File: config.mk
export PLATFORM = sky130hd
export DESIGN_NAME = mouse_irq_latch
export DESIGN_NICKNAME = d
export VERILOG_FILES = /design/src/rtl/mirq_pkg.sv /design/src/rtl/mirq_sync.sv /design/src/rtl/mirq_edge.sv /design/src/rtl/mirq_io_decode.sv /design/src/rtl/mirq_latch.sv /design/src/rtl/mouse_irq_latch.sv
export SDC_FILE = /design/constraint.sdc
export NUM_CORES = 1
export LEC_CHECK = 0
export BUFFER_PORTS_ARGS = -buffer_cell sky130_fd_sc_hd__buf_2
export CORE_AREA = 2 2 39 41
export CTS_BUF_LIST = sky130_fd_sc_hd__clkbuf_16
export DETAILED_ROUTE_END_ITERATION = 16
export DIE_AREA = 0 0 41 43
export PLACE_DENSITY = 0.41
export SLEW_MARGIN = 20
export SYNTH_ARGS = -nofsm -noshare
export SYNTH_HDL_FRONTEND = slang
export SYNTH_SLANG_ARGS = --single-unit
File: constraint.sdc
create_clock -name clk -period 1.23 [get_ports clk]
set_input_delay 0.0615 -clock clk [delete_from_list [all_inputs] [get_ports clk]]
set_output_delay 0.0615 -clock clk [all_outputs]
set_load 0.02 [all_outputs]
File: src/rtl/mirq_pkg.sv
package mirq_pkg;

    typedef enum logic {
        IRQ_PASS  = 1'b0,
        IRQ_MOUSE = 1'b1
    } irq_mode_e;

    typedef enum logic [1:0] {
        ACC_NONE    = 2'd0,
        ACC_DATA_RD = 2'd1,
        ACC_DATA_WR = 2'd2,
        ACC_OTHER   = 2'd3
    } io_acc_e;

    typedef struct packed {
        logic level;
        logic rise;
    } pin_evt_t;

    function automatic io_acc_e classify_access(input logic rd, input logic wr,
                                                input logic port_hit);
        io_acc_e acc;
        if (rd && port_hit)      acc = ACC_DATA_RD;
        else if (wr && port_hit) acc = ACC_DATA_WR;
        else if (rd || wr)       acc = ACC_OTHER;
        else                     acc = ACC_NONE;
        return acc;
    endfunction

    function automatic logic next_latch(input irq_mode_e mode, input logic rise,
                                        input io_acc_e acc, input logic cur);
        logic nxt;
        if (mode == IRQ_PASS)         nxt = 1'b0;
        else if (rise)                nxt = 1'b1;
        else if (acc == ACC_DATA_RD)  nxt = 1'b0;
        else                          nxt = cur;
        return nxt;
    endfunction

endpackage

File: src/rtl/mirq_sync.sv
module mirq_sync #(
    parameter int unsigned STAGES = 2
) (
    input  logic clk,
    input  logic rst,
    input  logic d_i,
    output logic q_o
);
    logic [STAGES-1:0] chain;

    generate
        for (genvar g = 0; g < STAGES; g++) begin : g_stage
            always_ff @(posedge clk) begin
                if (rst) begin
                    chain[g] <= 1'b1;
                end else begin
                    if (g == 0) chain[g] <= d_i;
                    else        chain[g] <= chain[(g == 0) ? 0 : g-1];
                end
            end
        end
    endgenerate

    assign q_o = chain[STAGES-1];
endmodule

File: src/rtl/mirq_edge.sv
module mirq_edge
    import mirq_pkg::*;
(
    input  logic     clk,
    input  logic     rst,
    input  logic     level_i,
    output pin_evt_t evt_o
);
    logic prev_q;

    always_ff @(posedge clk) begin
        if (rst) prev_q <= 1'b1;
        else     prev_q <= level_i;
    end

    always_comb begin
        evt_o.level = level_i;
        evt_o.rise  = level_i & ~prev_q;
    end
endmodule

File: src/rtl/mirq_io_decode.sv
module mirq_io_decode
    import mirq_pkg::*;
#(
    parameter int unsigned     ADDR_W    = 16,
    parameter logic [ADDR_W-1:0] DATA_PORT = 'h060
) (
    input  logic              rd_i,
    input  logic              wr_i,
    input  logic [ADDR_W-1:0] addr_i,
    output io_acc_e           acc_o
);
    logic hit;

    always_comb begin
        hit   = (addr_i == DATA_PORT);
        acc_o = classify_access(rd_i, wr_i, hit);
    end
endmodule

File: src/rtl/mirq_latch.sv
module mirq_latch
    import mirq_pkg::*;
(
    input  logic      clk,
    input  logic      rst,
    input  irq_mode_e mode_i,
    input  logic      rise_i,
    input  io_acc_e   acc_i,
    output logic      q_o
);
    logic q;

    always_ff @(posedge clk) begin
        if (rst) q <= 1'b0;
        else     q <= next_latch(mode_i, rise_i, acc_i, q);
    end

    assign q_o = q;
endmodule

File: src/rtl/mouse_irq_latch.sv
module mouse_irq_latch
    import mirq_pkg::*;
#(
    parameter int unsigned       SYNC_STAGES = 2,
    parameter int unsigned       ADDR_W      = 16,
    parameter logic [ADDR_W-1:0] DATA_PORT   = 'h060
) (
    input  logic              clk,
    input  logic              rst,
    input  logic              irq_pin_i,
    input  logic              mouse_mode_i,
    input  logic              io_rd_i,
    input  logic              io_wr_i,
    input  logic [ADDR_W-1:0] io_addr_i,
    output logic              irq12_o
);
    localparam int unsigned STG = (SYNC_STAGES < 2) ? 2 : SYNC_STAGES;

    irq_mode_e mode;
    logic      pin_sync;
    pin_evt_t  evt;
    io_acc_e   acc;
    logic      clr_w;
    logic      latch_q;

    assign mode  = irq_mode_e'(mouse_mode_i);
    assign clr_w = (acc == ACC_DATA_RD);

    mirq_sync #(.STAGES(STG)) u_sync (
        .clk (clk),
        .rst (rst),
        .d_i (irq_pin_i),
        .q_o (pin_sync)
    );

    mirq_edge u_edge (
        .clk     (clk),
        .rst     (rst),
        .level_i (pin_sync),
        .evt_o   (evt)
    );

    mirq_io_decode #(.ADDR_W(ADDR_W), .DATA_PORT(DATA_PORT)) u_dec (
        .rd_i   (io_rd_i),
        .wr_i   (io_wr_i),
        .addr_i (io_addr_i),
        .acc_o  (acc)
    );

    mirq_latch u_latch (
        .clk    (clk),
        .rst    (rst),
        .mode_i (mode),
        .rise_i (evt.rise),
        .acc_i  (acc),
        .q_o    (latch_q)
    );

    always_comb begin
        unique case (mode)
            IRQ_MOUSE: irq12_o = latch_q;
            default:   irq12_o = evt.level;
        endcase
    end
endmodule

After elaboration in Yosys (flattened, before gate mapping):

Cells that the tools add are included.

* eq/ne operators: 2
* multiplexer cells: 6
* bitwise operators: 3
* reductions and logical operators: 5

Operator list (count)
* 16-bit by 7-bit equality test with 1-bit output, second input constant: 1
* 2-bit two-way mux: 3
* 1-bit two-way mux: 3
* 2-bit by 1-bit equality test with 1-bit output, second input constant: 1
* 1-bit logical AND: 2
* 1-bit NOT: 2
* 2-bit nonzero test: 1
* 2-bit OR reduction: 1
* 1-bit AND: 1
* 1-bit logical OR: 1

* flip-flop bits (word level): 4
* word-level logic and storage cells: 20

Logic depth before layout (Yosys ltp):

Gate-level depths: netlist of the first run.

* depth in word-level cells: 7
* gate-level depth with buffers: 3
* mapped depth without buffers: 3

Modules after synthesis:

A second synthesis of the first run with hierarchy kept.

* cell total of the unflattened synthesis: 20
* area total of the unflattened synthesis: 234.0 um2

Modules (own cells, without submodules)
* mirq_io_decode: times used 1, cells each 7, area an instance 80.1 um2, sequential area each 0.0 um2
* mirq_sync: times used 1, cells each 4, area an instance 52.6 um2, sequential area each 40.0 um2
* mirq_latch: times used 1, cells each 4, area an instance 46.3 um2, sequential area each 20.0 um2
* mirq_edge: times used 1, cells each 4, area an instance 40.0 um2, sequential area each 20.0 um2
* mouse_irq_latch: times used 1, cells each 1, area an instance 15.0 um2, sequential area each 0.0 um2

Least setup slack after synthesis of the first run:

Ideal clock, no wire load.

* kind: input to register
* start: input io_addr_i[9]
* end: register u_latch.q, in the netlist u_latch.q_o
* library setup time: 0.125 ns
* arrival: 0.867 ns
* required time: 1.105 ns
* path slack: 0.238 ns
* stages on the path: 3
* path through: or4_1 nor4b_2 a21oi_1

* word-level cells in the longest chain between the ends: 6

Ends and longest elaborated chain
* start, declared: line mouse_irq_latch.sv:14 `input logic [ADDR_W-1:0] io_addr_i,`
* 16-bit by 7-bit equality test with 1-bit output *: line mirq_io_decode.sv:15 `hit = (addr_i == DATA_PORT);`
* 1-bit logical AND: line mirq_pkg.sv:24 `else if (wr && port_hit) acc = ACC_DATA_WR;`
* 2-bit two-way mux: line mirq_pkg.sv:24
* 2-bit two-way mux *: line mirq_pkg.sv:23 `if (rd && port_hit) acc = ACC_DATA_RD;`
* 2-bit by 1-bit equality test with 1-bit output *: line mirq_pkg.sv:35 `else if (acc == ACC_DATA_RD) nxt = 1'b0;`
* 2-bit nonzero test (no line) *
* end signal, assigned: line mirq_latch.sv:15 `else q <= next_latch(mode_i, rise_i, acc_i, q);`
* end, declared: line mirq_latch.sv:11 `logic q;`

Every way passes the cells marked *; elsewhere a longest branch is shown, timed or not.
A chain may end at the register's enable or synchronous reset.

Worst setup path after layout of the first run:

* start: register u_sync.chain[1], in the netlist u_sync.q_o
* end: output irq12_o

* word-level cells in the longest chain between the ends: 1

Ends and longest elaborated chain
* start, declared: line mirq_sync.sv:9 `logic [STAGES-1:0] chain;`
* start signal, assigned by index: line mirq_sync.sv:17 `if (g == 0) chain[g] <= d_i;`
* start signal, assigned by index: line mirq_sync.sv:18 `else chain[g] <= chain[(g == 0) ? 0 : g-1];`
* 1-bit two-way mux: line mouse_irq_latch.sv:60 `unique case (mode)`
* end, declared: line mouse_irq_latch.sv:15 `output logic irq12_o`

No other way between the ends.

==> summary.md, run 1 <==
| Metric | Value |
|---|---|
| Syn Std Cell Area | 182.7 µm² |
| IO Port Bufs | 21 |
| Power per standard cell area | 1789 nW/µm² |
| Ordered cell list for the critical path | mux2_2 > buf_2 |
| Synth top area share | 43.84% |
| CP Class | flip-flop to output pin |
| Final hold vios | 0 |
| Total routed wirelength | 490 µm |
| Routability Congestion | 0.6018 |
| RSZ-0062 raised after global routing | no |
| Worst-Margin Slew | 221.4 ps |
| Reg2Reg Depth | 3 |
| Fmax | 1.014 GHz |
| DRC violations left | 0 |
| Clock Latency Late Sink | 220 ps |
| Mux contribution to synthesized area | 6.164% |
| Slowest cell on the critical path | dfxtp_1 |
| Syn avg cell area | 10.15 µm² |
| Setup WS pre-CTS | 109.3 ps |
| Maxcap violations | 0 |
| Fin. max-slew vios | 0 |
| Initial drt markers | 0 |
| Post-Synth Simple-Gate Area | 44.52% |
| Cts hold-fix bufs | 0 |
| Overflow after GRT | 0 |
| Filler Cells Inserted | 157 |
| Main combinational cell family by area after synthesis | simple AND/OR/NAND/NOR gates |
| Setup Total Neg Slack | 0 ps |
| Synth top area cells | dfxtp_1, or2_2, nor4b_2, nor2b_1, mux2_2 |
| Req. time, crit path | 1170 ps |
| Worst r2r src | u_sync.q_o |
| Vias in the first global route | 187 |
| Synth unique cells | 12 |
| Post-Synth XOR/XNOR Area | 0% |
| FF-to-FF End | u_latch.q_o |
| Clk_skew | 3.250 ps |
| Maximum vdd ir drop | 0.7714 mV |
| Post-synthesis adder-cell area fraction | 0% |
| Chip Width | 41 µm |
| Final worst setup slack | 244.2 ps |
| Seq/Total Area, Yosys | 43.84% |
| Worst path max stage delay | 300 ps |
| WL/cell | 8.448 µm |
| Most frequent cell after synthesis | dfxtp_1 |
| Final period util | 80.14% |
| Critical path launch point | u_sync.q_o |
| Antenna cells | 0 |
| Mapped Cells | 18 |
| CP Capture Type | output pin |
| Final ANT Viol Nets | 0 |
| Largest net degree at the start of global routing | 5 |
| Clock root cell | clkbuf_16 |
| Antenna violations before repair | 0 |
| Initial Util | 13.20% |
| Clock sinks | 4 |
| Yosys top cell by area | dfxtp_1 |
| Clock transition at path regs | 30 ps |
| Final #Nets | 66 |
| WHS | 30.04 ps |
| # IOs | 23 |
| Total power draw | 0.0006851 W |
| Arrival time at the worst endpoint | 920 ps |
| FF-to-FF setup slack | 340 ps |
| CTS resizes | 0 |
| Seq cells post-synth | 4 |
| Post-synth top cells | dfxtp_1, or2_2, nor2b_1 |
| Vias per cell | 3.931 |
| Synth Net Count | 40 |
| Area Growth Syn to Fin | 109.6% |
| Yosys warnings | 0 |
| Full die area | 1763 µm² |
| Crit-path max FO | 3 |
| Overall routing resource usage | 5.729% |
| Fraction of layout cells with a size suffix above 1 | 69.05% |
| Number of synthesized flops with an enable pin | 0 |
| Outcome | completed |
| Cells after DPL | 55 |
| Postcts setup bufs | 0 |
| Vias | 228 |
| Post-synthesis compound-gate area fraction | 5.479% |
| Depth of the CTS H-tree | 1 |
| First-pass GRT wire length | 607 µm |
| Post-synth ARST share | 0% |
| Worst Setup EP | irq12_o |
| Num CTS Buffers | 3 |
| Leakage | 0.1798 nW |
| Clock buffer depth | 2 |
| Final setup fails | 0 |
| Synth Flop Type | dfxtp_1 |
| Row count | 14 |
| Worst Hold Class | input port to flip-flop |
| Critical Path Start Type | flip-flop |
| Die H | 43 µm |
| Relative slew slack | 85.03% |
| DRT Pass-1 Iters | 1 |
| CTS tree | yes |
| Crit path time final | 985.8 ps |
| Fin cells | 58 |
| Core ar. | 1384 µm² |
[state kept, by name, summed over array words and instances, names as in the netlist]
signal / cells
u_edge.prev_q: 1
u_latch.q_o: 1
u_sync.chain: 1
u_sync.q_o: 1
[power breakdown]
group          leakage [nW]  switching, W  total [W]  internal [W]
clock                0.0370     0.0000853   0.000500      0.000415
sequential           0.0329    0.00000149   0.000137      0.000135
combinational         0.110     0.0000159  0.0000484     0.0000325
total                 0.180      0.000103   0.000685      0.000582
[area by class of cell]
cell class / count / area [µm²] / area share [%]
Clock buffer: 3 / 75.07 / 19.61
Sequential cell: 4 / 80.08 / 20.92
Timing Repair Buffer: 21 / 105.1 / 27.45
Multi-Input combinational cell: 14 / 102.6 / 26.80
Tap cell: 16 / 20.02 / 5.229
[layout by cell type, fill, tap and decap left out]
cell / instances
a21oi_1: 1
and4_1: 1
buf_2: 21
clkbuf_16: 3
dfxtp_1: 4
mux2_2: 1
nor2_1: 1
nor2b_1: 2
nor4_1: 1
nor4b_1: 1
nor4b_2: 1
o21ai_0: 1
or2_2: 3
or4_1: 1
[worst min-delay path by stage]
stage | start | end | slack, ps | depth (start not counted)
final | irq_pin_i | u_sync.chain[0] | 30 | 2
after global routing | irq_pin_i | u_sync.chain[0] | 30 | 2
after CTS | irq_pin_i | u_sync.chain[0] | 30 | 2
after detailed placement | irq_pin_i | u_sync.chain[0] | 250 | 2
after global placement | irq_pin_i | u_sync.chain[0] | 250 | 2
after floorplan | irq_pin_i | u_sync.chain[0] | 170 | 1
[per-stage QoR]
stage | instance area [µm²] | utilization, %
3_5_place_dp | 307.8 | 22.24
3_3_place_gp | 307.8 | 22.24
6_report | 382.9 | 27.67
4_1_cts | 382.9 | 27.67
5_1_grt | 382.9 | 27.67
2_1_floorplan | 182.7 | -
[cell families (layout without fill, tap and decap cells)]
family	after synthesis	in the layout
buffers and inverters	0	24
AO/OA/AOI/OAI	2	2
AND/OR/NAND/NOR	11	11
multiplexers	1	1
flip-flops	4	4
[routing by layer]
metal | GRT usage, % | up-vias | part of all wire [%]
met3 | 6.283 | 0 | 30
met5 | 0 | - | 0
met4 | 2.000 | 0 | 0
met2 | 8.750 | 23 | 36
met1 | 4.516 | 90 | 34
li1 | - | 115 | -
[critical path, delay by kind of cell (launching register included)]
kind / cells / cell delay [ps]
mux: 1 / 250
flops: 1 / 300
buf+inv: 1 / 150
(Power assumes the default switching activity.)
==> run 2, diff against run 1 <==
- clock period: 1.23 -> 0.98 ns (I/O delays scaled with it)
==> summary.md, run 2 (synthesized netlist as in run 1, its figures left out) <==
| Metric | Value |
|---|---|
| Outcome | completed |
| First-pass GRT wire length | 627 µm |
| FF-to-FF End | u_latch.q_o |
| Clock transition at path regs | 30 ps |
| Commonest non-fill, non-tap cell in the layout | buf_2 |
| Utilization after layout | 28.21% |
| Most frequent cells in the layout | buf_2, or2_2, clkbuf_16, dfxtp_1, nor2b_1 |
| DRT Pass-1 Iters | 2 |
| Worst-Margin Slew | 238.9 ps |
| CP Capture Type | output pin |
| Largest net degree at the start of global routing | 5 |
| Final hold vios | 0 |
| Fmax | 1.030 GHz |
| Clk_skew | 1.890 ps |
| Worst Hold Class | input port to flip-flop |
| Worst r2r src | u_sync.q_o |
| Area Growth Syn to Fin | 113.7% |
| Maximum vdd ir drop | 0.8561 mV |
| Fraction of layout cells with a size suffix above 1 | 71.43% |
| CP Class | flip-flop to output pin |
| IO Port Bufs | 21 |
| Cells on Worst Hold Path | 2 |
| Die H | 43 µm |
| CTS tree | yes |
| Power per standard cell area | 2209 nW/µm² |
| Num CTS Buffers | 3 |
| Crit path time final | 970.9 ps |
| Clock buffer depth | 2 |
| Depth of the CTS H-tree | 1 |
| DRC violations left | 0 |
| Critical Path Start Type | flip-flop |
| Relative slew slack | 83.85% |
| Core ar. | 1384 µm² |
| WL/cell | 8.362 µm |
| Routability Congestion | 0.5491 |
| Overall routing resource usage | 6.231% |
| Chip Width | 41 µm |
| Overflow after GRT | 0 |
| Maxcap violations | 0 |
| Clock root cell | clkbuf_16 |
| Initial drt markers | 5 |
| Full die area | 1763 µm² |
| Arrival time at the worst endpoint | 920 ps |
| HP Start | irq_pin_i |
| Clock Latency Late Sink | 220 ps |
| Final ANT Viol Nets | 0 |
| Fin. max-slew vios | 0 |
| Reg2Reg Depth | 3 |
| Initial Util | 13.20% |
| Total power draw | 0.0008622 W |
| Total routed wirelength | 485 µm |
| Final setup fails | 0 |
| # IOs | 23 |
| Antenna cells | 0 |
| Antenna violations before repair | 0 |
| Req. time, crit path | 930 ps |
| Final period util | 99.07% |
| Vias per cell | 3.793 |
| RSZ-0062 raised after global routing | yes |
| Crit-path max FO | 3 |
| Row count | 14 |
| Clock sinks | 4 |
| Vias in the first global route | 183 |
| Leakage | 0.1814 nW |
| Worst Hold End | u_sync.chain[0] |
| Final #Nets | 66 |
| Critical path launch point | u_sync.q_o |
| Vias | 220 |
| FF-to-FF setup slack | 80 ps |
## run 2: timing repair
action	in CTS	in global routing
hold buffers	0	0
pin swaps	0	0
gates resized for setup	2	1
endpoints found under the hold margin	0	0
setup buffers	0	0
setup endpoints to repair	1	2
## run 2: power breakdown
part	internal, W	total [W]	leakage (nW)	switching (W)
logic	0.0000443	0.0000648	0.112	0.0000206
clock network	0.000520	0.000626	0.0370	0.000105
registers	0.000170	0.000172	0.0325	0.00000164
total	0.000735	0.000862	0.181	0.000128
## run 2: how the worst max path moves through the flow
stage                   to  slack (ps)  cells after the start
2_1_floorplan  u_latch.q_o         0.4                      3
3_3_place_gp   u_latch.q_o        -130                      4
3_5_place_dp   u_latch.q_o        -150                      4
4_1_cts            irq12_o           4                      2
5_1_grt            irq12_o         -10                      2
6_report           irq12_o           9                      2
## run 2: stage by stage
stage	TNS, ps	hold slack, ps	cell area (µm²)	worst slack (ps)	instances
2_1_floorplan	0	152.8	182.7	0.4494	18
3_3_place_gp	-132.4	234.8	307.8	-132.4	55
3_5_place_dp	-150.9	238.2	307.8	-150.9	55
4_1_cts	0	9.489	389.1	4.236	58
5_1_grt	-11.21	9.895	390.4	-11.21	58
6_report	0	11.72	390.4	9.118	58
## run 2: area by class of cell
class	count	area, µm²
flip-flops and latches	4	81.33
repair buffers	21	111.4
well taps	16	20.02
multi-input cells	14	102.6
fillers	158	993.5
clock buffers	3	75.07
## run 2: per-layer routing
| layer | global-route usage, % | share of wire, % | wire, µm |
|---|---|---|---|
| met1 | 5.806 | 36 | 174 |
| met2 | 7.187 | 34 | 164 |
| met3 | 4.712 | 29 | 140 |
| met4 | 8.000 | 1.2 | 6 |
| met5 | 0 | 0 | 0 |
## run 2: critical path, stage by stage, from the launching register on
cell     delay [ps]
dfxtp_2         310
mux2_2          260
buf_6           130
